$ cat src/rtl/hid_pkg.sv
package hid_pkg;
  localparam int IDX_W  = 10;
  localparam int HSEL_W = 14;
  localparam int TGT_HART_LSB = 18;
  localparam int TOP_SRC_LSB  = 16;

  localparam logic [15:0] TGT_BASE  = 16'h3000;
  localparam logic [15:0] HART_BASE = 16'h4000;

  localparam logic [4:0] OFF_DELIV = 5'h00;
  localparam logic [4:0] OFF_FORCE = 5'h04;
  localparam logic [4:0] OFF_THR   = 5'h08;
  localparam logic [4:0] OFF_TOP   = 5'h18;
  localparam logic [4:0] OFF_CLAIM = 5'h1C;

  localparam logic [1:0] MODE_LVL_HIGH = 2'b10;
  localparam logic [1:0] MODE_LVL_LOW  = 2'b11;

  typedef enum logic [2:0] {
    RD_NONE, RD_TGT, RD_DELIV, RD_FORCE, RD_THR, RD_TOP, RD_CLAIM
  } rdkind_e;

  typedef struct packed {
    logic              tgtWr;
    logic              delivWr;
    logic              forceWr;
    logic              thrWr;
    logic              rdCapture;
    rdkind_e           rdKind;
    logic [IDX_W-1:0]  srcIdx;
    logic [HSEL_W-1:0] hartIdx;
    logic [31:0]       wdata;
  } strobe_t;
endpackage

$ cat src/rtl/hid_select_tree.sv
module hid_select_tree #(
  parameter int NUM_SRC   = 32,
  parameter int PRIO_BITS = 3
) (
  input  logic [NUM_SRC-1:0]           cand,
  input  logic [NUM_SRC*PRIO_BITS-1:0] prioFlat,
  output logic                         bestValid,
  output logic [$clog2(NUM_SRC)-1:0]   bestSrc,
  output logic [PRIO_BITS-1:0]         bestPrio
);
  localparam int SRC_W  = $clog2(NUM_SRC);
  localparam int LEAVES = 1 << SRC_W;

  typedef struct packed {
    logic                 v;
    logic [SRC_W-1:0]     id;
    logic [PRIO_BITS-1:0] pr;
  } node_t;

  node_t nodes [1:2*LEAVES-1];

  for (genvar i = 0; i < LEAVES; i++) begin : g_leaf
    if (i < NUM_SRC) begin : g_real
      assign nodes[LEAVES+i] = {cand[i], SRC_W'(i), prioFlat[i*PRIO_BITS +: PRIO_BITS]};
    end else begin : g_pad
      assign nodes[LEAVES+i] = '0;
    end
  end

  // Left subtree always holds the lower source numbers, so ties go left.
  for (genvar n = 1; n < LEAVES; n++) begin : g_node
    logic takeLeft;
    assign takeLeft = nodes[2*n].v && (!nodes[2*n+1].v || nodes[2*n].pr <= nodes[2*n+1].pr);
    assign nodes[n] = takeLeft ? nodes[2*n] : nodes[2*n+1];
  end

  assign bestValid = nodes[1].v;
  assign bestSrc   = nodes[1].id;
  assign bestPrio  = nodes[1].pr;
endmodule

$ cat src/rtl/hid_ctrl.sv
module hid_ctrl
  import hid_pkg::*;
#(
  parameter int NUM_SRC  = 32,
  parameter int NUM_HART = 2
) (
  input  logic        clk,
  input  logic        rstN,
  input  logic        regRd,
  input  logic        regWr,
  input  logic [15:0] regAddr,
  input  logic [31:0] regWdata,
  output strobe_t     strb
);
  localparam logic [16:0] TGT_END  = 17'(32'h3000 + 4 * NUM_SRC);
  localparam logic [16:0] HART_END = 17'(32'h4000 + 32 * NUM_HART);

  logic        rdPrev;
  logic [15:0] addrPrev;
  logic        rdFirst;
  logic        aligned, inTgt, inHart;
  logic [15:0] tgtOff, hartOff;
  logic [4:0]  winOff;

  always_ff @(posedge clk) begin
    if (!rstN) begin
      rdPrev   <= 1'b0;
      addrPrev <= '0;
    end else begin
      rdPrev   <= regRd;
      addrPrev <= regAddr;
    end
  end

  // A read access is a run of read cycles at one address; act on its first cycle only.
  assign rdFirst = regRd && !(rdPrev && (addrPrev == regAddr));

  always_comb begin
    tgtOff  = regAddr - TGT_BASE;
    hartOff = regAddr - HART_BASE;
    aligned = (regAddr[1:0] == 2'b00);
    inTgt   = aligned && (regAddr >= TGT_BASE) && ({1'b0, regAddr} < TGT_END)
              && (tgtOff[15:2] != '0);
    inHart  = aligned && (regAddr >= HART_BASE) && ({1'b0, regAddr} < HART_END);
    winOff  = hartOff[4:0];
  end

  always_comb begin
    strb         = '0;
    strb.rdKind  = RD_NONE;
    strb.srcIdx  = tgtOff[2 +: IDX_W];
    strb.hartIdx = HSEL_W'(hartOff[15:5]);
    strb.wdata   = regWdata;
    if (regRd) begin
      strb.rdCapture = rdFirst;
      if (inTgt) begin
        strb.rdKind = RD_TGT;
      end else if (inHart) begin
        case (winOff)
          OFF_DELIV: strb.rdKind = RD_DELIV;
          OFF_FORCE: strb.rdKind = RD_FORCE;
          OFF_THR:   strb.rdKind = RD_THR;
          OFF_TOP:   strb.rdKind = RD_TOP;
          OFF_CLAIM: strb.rdKind = RD_CLAIM;
          default:   strb.rdKind = RD_NONE;
        endcase
      end
    end else if (regWr) begin
      strb.tgtWr   = inTgt;
      strb.delivWr = inHart && (winOff == OFF_DELIV);
      strb.forceWr = inHart && (winOff == OFF_FORCE);
      strb.thrWr   = inHart && (winOff == OFF_THR);
    end
  end
endmodule

$ cat src/rtl/hid_datapath.sv
module hid_datapath
  import hid_pkg::*;
#(
  parameter int NUM_SRC   = 32,
  parameter int NUM_HART  = 2,
  parameter int PRIO_BITS = 3
) (
  input  logic                       clk,
  input  logic                       rstN,
  input  logic                       domainEn,
  input  logic [NUM_SRC-1:0]         srcEnPend,
  input  logic [2*NUM_SRC-1:0]       srcMode,
  input  logic [NUM_SRC-1:0]         srcLevel,
  input  strobe_t                    strb,
  output logic [NUM_HART-1:0]        hartIrq,
  output logic                       pendClr,
  output logic                       pendSet,
  output logic [$clog2(NUM_SRC)-1:0] pendSrc,
  output logic [31:0]                rdData
);
  localparam int SRC_W  = $clog2(NUM_SRC);
  localparam int HART_W = (NUM_HART > 1) ? $clog2(NUM_HART) : 1;

  logic [PRIO_BITS-1:0] tgtPrio [NUM_SRC];
  logic [HSEL_W-1:0]    tgtHart [NUM_SRC];
  logic                 deliver [NUM_HART];
  logic                 force_q [NUM_HART];
  logic [PRIO_BITS-1:0] thr     [NUM_HART];
  logic                 topValid[NUM_HART];
  logic [SRC_W-1:0]     topSrc  [NUM_HART];
  logic [PRIO_BITS-1:0] topPrio [NUM_HART];

  logic [NUM_SRC*PRIO_BITS-1:0] prioFlat;
  logic [SRC_W-1:0]     srcSel;
  logic [HART_W-1:0]    hSel;
  logic [PRIO_BITS-1:0] wPrio, wPrioFixed;
  logic [HSEL_W-1:0]    wHart;
  logic                 claimNow;
  logic                 selValid;
  logic [SRC_W-1:0]     selSrc;
  logic [1:0]           selMode;
  logic                 selLvlActive;
  logic [31:0]          rdNext;
  logic                 unusedOk;

  assign srcSel     = strb.srcIdx[SRC_W-1:0];
  assign hSel       = strb.hartIdx[HART_W-1:0];
  assign wPrio      = strb.wdata[PRIO_BITS-1:0];
  assign wPrioFixed = (wPrio == '0) ? PRIO_BITS'(1) : wPrio;
  assign wHart      = strb.wdata[TGT_HART_LSB +: HSEL_W];
  assign claimNow   = strb.rdCapture && (strb.rdKind == RD_CLAIM);
  assign unusedOk   = ^{strb.srcIdx, strb.hartIdx, strb.wdata};

  // Target table
  for (genvar s = 0; s < NUM_SRC; s++) begin : g_tgt
    assign prioFlat[s*PRIO_BITS +: PRIO_BITS] = tgtPrio[s];
    always_ff @(posedge clk) begin
      if (!rstN) begin
        tgtPrio[s] <= PRIO_BITS'(1);
        tgtHart[s] <= '0;
      end else if (strb.tgtWr && (srcSel == SRC_W'(s))) begin
        tgtPrio[s] <= wPrioFixed;
        tgtHart[s] <= wHart;
      end
    end
  end

  // Per-hart selection, registers and line
  for (genvar h = 0; h < NUM_HART; h++) begin : g_hart
    logic [NUM_SRC-1:0]   cand;
    logic                 bestValid;
    logic [SRC_W-1:0]     bestSrc;
    logic [PRIO_BITS-1:0] bestPrio;
    logic                 hartHit;

    for (genvar s = 0; s < NUM_SRC; s++) begin : g_cand
      if (s == 0) begin : g_zero
        assign cand[s] = 1'b0;
      end else begin : g_src
        assign cand[s] = srcEnPend[s] && (tgtHart[s] == HSEL_W'(h))
                         && ((thr[h] == '0) || (tgtPrio[s] < thr[h]));
      end
    end

    hid_select_tree #(.NUM_SRC(NUM_SRC), .PRIO_BITS(PRIO_BITS)) u_tree (
      .cand     (cand),
      .prioFlat (prioFlat),
      .bestValid(bestValid),
      .bestSrc  (bestSrc),
      .bestPrio (bestPrio)
    );

    assign hartHit = (hSel == HART_W'(h));

    always_ff @(posedge clk) begin
      if (!rstN) begin
        topValid[h] <= 1'b0;
        topSrc[h]   <= '0;
        topPrio[h]  <= '0;
        deliver[h]  <= 1'b0;
        force_q[h]  <= 1'b0;
        thr[h]      <= '0;
      end else begin
        topValid[h] <= bestValid;
        topSrc[h]   <= bestValid ? bestSrc : '0;
        topPrio[h]  <= bestValid ? bestPrio : '0;
        if (strb.delivWr && hartHit) deliver[h] <= strb.wdata[0];
        if (strb.thrWr && hartHit)   thr[h]     <= strb.wdata[PRIO_BITS-1:0];
        if (claimNow && hartHit && !topValid[h]) begin
          force_q[h] <= 1'b0;
        end else if (strb.forceWr && hartHit) begin
          force_q[h] <= strb.wdata[0];
        end
      end
    end

    assign hartIrq[h] = domainEn && deliver[h] && (force_q[h] || topValid[h]);
  end

  // Claim command
  assign selValid     = topValid[hSel];
  assign selSrc       = topSrc[hSel];
  assign selMode      = srcMode[{selSrc, 1'b0} +: 2];
  assign selLvlActive = ((selMode == MODE_LVL_HIGH) && srcLevel[selSrc])
                     || ((selMode == MODE_LVL_LOW) && !srcLevel[selSrc]);

  always_ff @(posedge clk) begin
    if (!rstN) begin
      pendClr <= 1'b0;
      pendSet <= 1'b0;
      pendSrc <= '0;
    end else begin
      pendClr <= claimNow && selValid;
      pendSet <= claimNow && selValid && selLvlActive;
      if (claimNow && selValid) pendSrc <= selSrc;
    end
  end

  // Read data
  always_comb begin
    case (strb.rdKind)
      RD_TGT:   rdNext = (32'(tgtHart[srcSel]) << TGT_HART_LSB) | 32'(tgtPrio[srcSel]);
      RD_DELIV: rdNext = 32'(deliver[hSel]);
      RD_FORCE: rdNext = 32'(force_q[hSel]);
      RD_THR:   rdNext = 32'(thr[hSel]);
      RD_TOP, RD_CLAIM:
                rdNext = (32'(topSrc[hSel]) << TOP_SRC_LSB) | 32'(topPrio[hSel]);
      default:  rdNext = '0;
    endcase
  end

  always_ff @(posedge clk) begin
    if (!rstN)               rdData <= '0;
    else if (strb.rdCapture) rdData <= rdNext;
  end
endmodule

$ cat src/rtl/hart_irq_deliver.sv
module hart_irq_deliver
  import hid_pkg::*;
#(
  parameter int NUM_SRC   = 32,
  parameter int NUM_HART  = 2,
  parameter int PRIO_BITS = 3
) (
  input  logic                       clk,
  input  logic                       rstN,
  input  logic                       domainEn,
  input  logic [NUM_SRC-1:0]         srcEnPend,
  input  logic [2*NUM_SRC-1:0]       srcMode,
  input  logic [NUM_SRC-1:0]         srcLevel,
  input  logic                       regRd,
  input  logic                       regWr,
  input  logic [15:0]                regAddr,
  input  logic [31:0]                regWdata,
  output logic [31:0]                rdData,
  output logic [NUM_HART-1:0]        hartIrq,
  output logic                       pendClr,
  output logic                       pendSet,
  output logic [$clog2(NUM_SRC)-1:0] pendSrc
);
  strobe_t strb;

  hid_ctrl #(.NUM_SRC(NUM_SRC), .NUM_HART(NUM_HART)) u_ctrl (
    .clk     (clk),
    .rstN    (rstN),
    .regRd   (regRd),
    .regWr   (regWr),
    .regAddr (regAddr),
    .regWdata(regWdata),
    .strb    (strb)
  );

  hid_datapath #(.NUM_SRC(NUM_SRC), .NUM_HART(NUM_HART), .PRIO_BITS(PRIO_BITS)) u_dp (
    .clk      (clk),
    .rstN     (rstN),
    .domainEn (domainEn),
    .srcEnPend(srcEnPend),
    .srcMode  (srcMode),
    .srcLevel (srcLevel),
    .strb     (strb),
    .hartIrq  (hartIrq),
    .pendClr  (pendClr),
    .pendSet  (pendSet),
    .pendSrc  (pendSrc),
    .rdData   (rdData)
  );
endmodule

$ cat config.mk
export PLATFORM = sky130hd
export DESIGN_NAME = hart_irq_deliver
export DESIGN_NICKNAME = d
export VERILOG_FILES = /design/src/rtl/hid_pkg.sv /design/src/rtl/hid_select_tree.sv /design/src/rtl/hid_ctrl.sv /design/src/rtl/hid_datapath.sv /design/src/rtl/hart_irq_deliver.sv
export SDC_FILE = /design/constraint.sdc
export NUM_CORES = 2
export LEC_CHECK = 0
export ABC_AREA = 1
export BUFFER_PORTS_ARGS = -buffer_cell sky130_fd_sc_hd__buf_2
export CAP_MARGIN = 20
export CELL_PAD_IN_SITES_DETAIL_PLACEMENT = 0
export CELL_PAD_IN_SITES_GLOBAL_PLACEMENT = 1
export CORE_AREA = 8 8 229 396
export DETAILED_ROUTE_END_ITERATION = 8
export DIE_AREA = 0 0 237 404
export PLACE_DENSITY = 0.85
export SLEW_MARGIN = 20
export SYNTH_ARGS = -nofsm -noshare
export SYNTH_HDL_FRONTEND = slang
export SYNTH_SLANG_ARGS = --single-unit
$ cat constraint.sdc
create_clock -name clk -period 10.8 [get_ports clk]
set_clock_uncertainty 0.15 [all_clocks]
set_input_delay 1.08 -clock clk [delete_from_list [all_inputs] [get_ports clk]]
set_output_delay 1.08 -clock clk [all_outputs]
set_load 0.1 [all_outputs]
After elaboration in Yosys (flattened, before gate mapping)

Memories as Yosys holds them, arrays and structs flattened.
Cells that the tools add are included.

Word-level logic and storage cells: 1034
Bits in writable memories: 572
Memories: 8
Bits in registers: 56
Input port bits: 181

Memory list:

| memory          | words | bits a word | rd ports | clocked after Yosys merged registers in | write ports | RTL line           | source |
|---|---|---|---|---|---|---|---|
| u_dp.tgtHart    | 32    | 14          | 32       | 0                                       | 32          | hid_datapath.sv:25 | `logic [HSEL_W-1:0] tgtHart [NUM_SRC];` |
| u_dp.tgtPrio    | 32    | 3           | 32       | 0                                       | 32          | hid_datapath.sv:24 | `logic [PRIO_BITS-1:0] tgtPrio [NUM_SRC];` |
| u_dp.topSrc     | 2     | 5           | 1        | 0                                       | 2           | hid_datapath.sv:30 | `logic [SRC_W-1:0] topSrc [NUM_HART];` |
| u_dp.thr        | 2     | 3           | 3        | 0                                       | 2           | hid_datapath.sv:28 | `logic [PRIO_BITS-1:0] thr [NUM_HART];` |
| u_dp.topPrio    | 2     | 3           | 1        | 0                                       | 2           | hid_datapath.sv:31 | `logic [PRIO_BITS-1:0] topPrio [NUM_HART];` |
| u_dp.deliver    | 2     | 1           | 3        | 0                                       | 2           | hid_datapath.sv:26 | `logic deliver [NUM_HART];` |
| 2 more memories | --    | --          | --       | --                                      | --          | --                 |  |

Add/sub/neg operators: 2
Shift operators: 1
Reduce and logical (&&, ||, !) cells: 473
Bitwise logic cells: 81
Magnitude comparators: 112
Eq/ne operators: 75
Muxes and demuxes: 276

Operator list:

| operator                                                             | number |
|---|---|
| two-way mux 9 bit                                                    | 60 |
| two-way mux 14 bit                                                   | 32 |
| == test 14 x 1 -> 1 bit (second input constant)                      | 31 |
| zero test 14 bit                                                     | 31 |
| logical AND 1 bit                                                    | 245 |
| < comparator 3 bit                                                   | 62 |
| one-hot mux 32 bit (5 select lines)                                  | 1 |
| less-or-equal comparator 3 bit                                       | 45 |
| two-way mux 1 bit                                                    | 133 |
| logical OR 1 bit                                                     | 125 |
| two-way mux 3 bit                                                    | 41 |
| == test 5 bit (second input constant)                                | 18 |
| bitwise OR 1 bit                                                     | 78 |
| zero test 1 bit                                                      | 64 |
| indexed part select 64 x 7 -> 2 bit                                  | 1 |
| == test 5 x 4 -> 1 bit (second input constant)                       | 9 |
| bitwise OR 32 x 3 -> 32 bit                                          | 1 |
| == test 5 x 3 -> 1 bit (second input constant)                       | 5 |
| bitwise OR 21 x 3 -> 21 bit                                          | 1 |
| two-way mux 5 bit                                                    | 4 |
| == test 16 bit                                                       | 1 |
| greater-or-equal comparator 16 x 14 -> 1 bit (second input constant) | 1 |
| greater-or-equal comparator 16 x 15 -> 1 bit (second input constant) | 1 |
| < comparator 16 x 14 -> 1 bit (second input constant)                | 1 |
| other kinds (19)                                                     | 29 |

Depth between registers and ports, before layout

An unclocked memory read counts as a cell.

Depth in word-level cells: 26
Depth in mapped cells: 56

By module

A second synthesis with hierarchy kept.

Cells, all modules: 5189
Area total of the unflattened synthesis: 41860.1 sq um

Modules (own cells, without submodules):

| module                                  | area each (sq um) | cells each | times used | sequential area each (sq um) |
|---|---|---|---|---|
| hid_datapath                            | 31317.5           | 3329       | 1          | 17496.8 |
| hid_select_tree (u_dp.g_hart[0].u_tree) | 4551.9            | 816        | 1          | 0.0 |
| hid_select_tree (u_dp.g_hart[1].u_tree) | 4524.3            | 820        | 1          | 0.0 |
| hid_ctrl                                | 1466.4            | 224        | 1          | 340.3 |

Worst setup path after synthesis

OpenSTA, ideal clock, no wires.

Kind: reg2reg
Start: memory u_dp.thr[0][2]
End: memory u_dp.topPrio[0][0]
Data required time: 10.592 ns
Buffers on the path: 0
Period minus slack after synthesis: 6.643 ns
Arrival time: 6.434 ns
Setup slack: 4.157 ns
Stages on the path, launching flop included: 50
Path through: edfxtp_1 > inv_1 > ha_1 > a21oi_1 > nand2_1 > nand2_1 > nand3_1 > o21ai_1 > nand2_1 > nand2_1 > inv_1 > ha_1 > nand2_1 > nor2_1 > a211oi_1 > a21oi_1 > nand2_1 > nand2_1 > [14 not listed] > nand2_1 > nor2_1 > a211oi_1 > a31oi_1 > nand2_1 > nand2_1 > nand3_1 > and2_1 > ha_1 > nand2_1 > nor2_1 > a211oi_1 > a31oi_1 > nand2_1 > nand2_2 > nor2_2 > nand3_1 > nand2_1

RTL lines:

| item        | RTL line |
|---|---|
| from (decl) | hid_datapath.sv:28 |
| to (decl)   | hid_datapath.sv:31 |

==> summary by stage <==
Run status
The run finished, with violations left. The checks that failed: DRC.

Floorplan
The die width is 237 um. The core footprint is 85100 um^2. The die covers 95700 um^2. 222 I/O pins were placed.

The effective utilization at floorplan is 49.7%. In this run the core area contains 142 standard-cell rows. The vertical die dimension is 404 um.

Power and ir drop
The internal power is 4.22 mW. In this run switching power makes up 29.7% of total power. The power density of the placed cells is 129 nW/um^2. The sequential cell fraction of total power is 46.7%. The share of total power in combinational logic is 15.4%.

The analysis attributes to net switching a power of 1.78 mW. The worst-case IR drop observed on VDD is 0.190 mV. Of the total power, the clock network draws 37.9%. The analysis attributes to cell leakage a power of 21.0 nW.

Layout
In the final design database the tool counted 6255 nets. The area growth from synthesis to layout is 9.66%. Fill cells in the final layout number 8357. The count of cells in the finished layout, fillers not included, comes to 6946. The number of antenna diodes in the final layout is 0.

The share of cells above drive strength 1 is 8.83%.

Clock tree
After clock tree synthesis, the repair step resized 0 gates. Buffers added to address setup during post-CTS repair amount to 0. Clock latency on the worst-skew pair, taken at its later pin, is 670 ps. The CTS tree is done. The number of clock buffers added by TritonCTS is 59. For this design, the CTS-stage hold fixing added 0 buffers. The clock transition at the registers of the reported paths is 60 ps. Clock tree synthesis found a total of 615 sinks. The library cell used as clock root buffer is sky130_fd_sc_hd__clkbuf_16. The buffer depth of the longest clock path is 3. CTS built an H-tree with a depth of 2.

Global route
The number of global-route vias before repair is 39700. The overall routing resource usage is 35.6%. The global-route wire length before repair is 251000 um. The number of antenna violations at the first check in global routing is 4. The global route total overflow is 0. Entering global routing, the biggest net connects 55 pins.

Logic synthesis
Ranked by total cell area, the synthesized netlist is headed by sky130_fd_sc_hd__edfxtp_1 39%, sky130_fd_sc_hd__nand2_1 11%, sky130_fd_sc_hd__nor2_1 10%. The synthesized instance count is 5680. The leading cell type by number of instances after synthesis is sky130_fd_sc_hd__nand2_1.

The most area-hungry cell type in the Yosys netlist is sky130_fd_sc_hd__edfxtp_1. Dividing the synthesized area by the synthesized cell count gives 7.45 um^2. The register bit total from synthesis is 615. In this run the biggest area consumer among cell types represents 39.2% of the synthesized area. The Yosys step of the flow raised 0 warnings. The count of flip-flops with a built-in enable after synthesis is 552. Counting distinct cell types in the post-synthesis netlist gives 56. The most used flip-flop cell after synthesis is sky130_fd_sc_hd__edfxtp_1. The sequential cell area fraction in the yosys report is 42.1%. In the synthesized netlist the async set-or-reset flop fraction comes to 0%. The commonest cells after synthesis are 1260 x sky130_fd_sc_hd__nand2_1, 1151 x sky130_fd_sc_hd__nor2_1, 573 x sky130_fd_sc_hd__inv_1. The area of the mapped netlist is 42300 um^2.

Setup path
The launch point of the critical path is u_dp.thr[0][1]$_SDFFCE_PN0P_. At the worst endpoint, the required time is 11260 ps. The setup path with the least slack is of type flip-flop to flip-flop. The setup slack of the worst register-to-register path is 1980 ps. At the worst endpoint, the arrival time is 9280 ps. The number of cell instances on the worst register-to-register path is 44.

The destination of the worst register-to-register timing path is u_dp.topPrio[0][0]$_SDFF_PN0_. The largest fanout of any net on the critical path is 20. The cell type of the slowest stage on the worst timing path is sky130_fd_sc_hd__inv_1. The worst setup path endpoint is u_dp.topPrio[0][0]$_SDFF_PN0_. The launch point of the worst reg-to-reg path is u_dp.thr[0][1]$_SDFFCE_PN0P_. The library cell appearing most often on the critical path is sky130_fd_sc_hd__nand2_1. STA classifies the critical path endpoint as a flip-flop.

The stage delay of the slowest cell on the critical path is 850 ps. The critical path launch point type is a flip-flop.

STA
The smallest clock period supported by the final layout is computed as 8820 ps. In the finished design, the share of the clock period the worst path needs comes to 81.6%. After layout, the worst setup slack is 1980 ps. Setup repair after global routing left no endpoint under its margin. Based on the critical path, the design can be clocked at up to 113 MHz. The summed negative setup slack over all endpoints is 0 ps. At the pin with the least slew margin, the transition time is 1150 ps. The final max-slew violation count came to 0. The final setup violation count is 0. The count of final hold-check violations is 0. In this run the tightest slew margin relative to its limit is 23.5%.

Place
Routability-driven placement finished with a final weighted congestion of 1.05. Summed over all nets, the half-perimeter wirelength after detailed placement is 129000 um. OpenSTA, run right after detailed placement, puts the worst setup slack at 2180 ps.

Counting tap cells, the placed design contains a total of 6834 instances. Input and output buffers added on the ports amount to 192.

Hold path
The path category of the worst min-delay check is flip-flop to flip-flop. Counting instances, the worst hold path has a depth of 2.

Drt
In the final routed layout, each cell accounts on average for 25.4 um. The remaining number of nets flagged by the antenna check after routing is 0. The final wirelength is 176000 um. Dividing the detail-routed via count by the number of cells gives 5.98. For this block, the via count after detailed routing is 41500. The DRC violation total after the first TritonRoute iteration is 4059. After detailed routing, the number of remaining DRC violations is 1. The number of detailed-routing iterations run before antenna repair is 9.

Run
Max-cap violations in this run came to 0.
-- worst min-delay path by stage --
| stage | end | slack, ps | from |
|---|---|---|---|
| after floorplan | u_dp.deliver[1]$_DFF_P_ | 300 | u_dp.deliver[1]$_DFF_P_ |
| after global placement | u_dp.rdData[27]$_SDFFE_PN0P_ | 300 | u_dp.rdData[27]$_SDFFE_PN0P_ |
| after detailed placement | u_dp.rdData[30]$_SDFFE_PN0P_ | 310 | u_dp.rdData[30]$_SDFFE_PN0P_ |
| after CTS | u_dp.rdData[30]$_SDFFE_PN0P_ | 320 | u_dp.rdData[30]$_SDFFE_PN0P_ |
| after global routing | u_dp.rdData[24]$_SDFFE_PN0P_ | 340 | u_dp.rdData[24]$_SDFFE_PN0P_ |
| final | u_dp.rdData[30]$_SDFFE_PN0P_ | 310 | u_dp.rdData[30]$_SDFFE_PN0P_ |
-- layout make-up --
type | count | area, um^2 | share of cell area (%)
Multi-Input combinational cell | 4233 | 21200 | 45.7
Clock buffer | 66 | 1520 | 3.28
Inverter | 635 | 2390 | 5.14
Sequential cell | 615 | 17800 | 38.4
Tap cell | 1080 | 1350 | 2.91
Clock inverter | 46 | 531 | 1.14
Timing Repair Buffer | 271 | 1550 | 3.35
-- per-stage QoR --
stage	power (mW)	hold slack, ps	util, %	area [um^2]
floorplan	3.37	303	-	42400
global placement	3.73	302	52.1	44400
detailed placement	3.75	306	52.1	44400
CTS	5.98	316	54.5	46400
global route	6.16	337	54.5	46400
finish	6.00	314	54.5	46400
-- routing by layer --
metal,part of all wire [%],wire length (um),vias to the layer above,GRT usage [%]
li1,-,-,19300,-
met1,34,60600,19400,37.9
met2,48,84500,2149,61.7
met3,7.8,13700,726,5.81
met4,9.9,17400,2,29.1
met5,0.0068,12,-,0
-- placed cells by master (no fill, tap or decap), types with 6 or more instances in the layout --
cell type,count
sky130_fd_sc_hd__nand2_1,1258
sky130_fd_sc_hd__nor2_1,1150
sky130_fd_sc_hd__inv_1,571
sky130_fd_sc_hd__edfxtp_1,552
sky130_fd_sc_hd__nand3_1,525
sky130_fd_sc_hd__ha_1,259
sky130_fd_sc_hd__o22ai_1,230
sky130_fd_sc_hd__buf_2,192
sky130_fd_sc_hd__o21ai_0,163
sky130_fd_sc_hd__a21oi_1,145
sky130_fd_sc_hd__nand4_1,87
sky130_fd_sc_hd__buf_4,79
sky130_fd_sc_hd__dfxtp_1,63
sky130_fd_sc_hd__clkbuf_16,60
sky130_fd_sc_hd__inv_2,59
sky130_fd_sc_hd__nor3_1,59
sky130_fd_sc_hd__o21ai_1,49
sky130_fd_sc_hd__conb_1,30
sky130_fd_sc_hd__and2_1,29
sky130_fd_sc_hd__or2_2,28
sky130_fd_sc_hd__o211ai_1,22
sky130_fd_sc_hd__a22oi_1,22
sky130_fd_sc_hd__nand3b_1,21
sky130_fd_sc_hd__a211oi_1,17
sky130_fd_sc_hd__nor2_2,16
sky130_fd_sc_hd__nand2_2,15
sky130_fd_sc_hd__a32oi_1,13
sky130_fd_sc_hd__clkinv_1,13
sky130_fd_sc_hd__a221oi_1,13
sky130_fd_sc_hd__clkinv_2,11
sky130_fd_sc_hd__bufinv_16,10
sky130_fd_sc_hd__a31oi_1,8
sky130_fd_sc_hd__o221ai_1,8
sky130_fd_sc_hd__nor2_4,7
sky130_fd_sc_hd__xnor2_1,7
sky130_fd_sc_hd__nor3_2,6
sky130_fd_sc_hd__clkbuf_1,6
-- flip-flops by register name, indices dropped and copies added, names as in the netlist --
register	cells
u_dp.tgtPrio	96
u_dp.topValid	2
u_dp.pendSrc	5
u_dp.force_q	2
u_dp.pendClr	1
u_dp.thr	6
u_ctrl.addrPrev	16
u_ctrl.rdPrev	1
u_dp.topPrio	6
u_dp.tgtHart	448
u_dp.deliver	2
u_dp.pendSet	1
u_dp.rdData	19
u_dp.topSrc	10
-- worst max-delay path, delay by kind of cell, from the launching register on --
| kind | cells | cell delay (ps) |
|---|---|---|
| AOI/OAI and AO/OA | 9 | 1550 |
| adders and majority gates | 5 | 1640 |
| buffers and inverters | 3 | 1570 |
| DFF | 1 | 440 |
| and+or+nand+nor | 27 | 3400 |
-- logic make-up (layout without fill, tap and decap cells) --
| group | after synthesis | count (layout) | synth area share, % |
|---|---|---|---|
| adders and majority gates | 259 | 259 | 7.66 |
| DFF | 615 | 615 | 42.1 |
| buffers and inverters | 860 | 1018 | 8.04 |
| xor gates and xnor gates | 7 | 7 | 0.145 |
| other | 2 | 30 | 0.0177 |
| AOI/OAI and AO/OA | 714 | 714 | 9.99 |
| and+or+nand+nor | 3223 | 3223 | 32.0 |
-- power by group through the flow --
stage / Sequential [mW] / Combinational (mW) / Clock [mW]
floorplan: 2.82 / 0.552 / 0
global placement: 2.85 / 0.882 / 0
detailed placement: 2.85 / 0.897 / 0
CTS: 2.80 / 0.901 / 2.28
global route: 2.81 / 0.994 / 2.35
finish: 2.80 / 0.922 / 2.27
No activity file was read; power rests on OpenSTA's default activity.
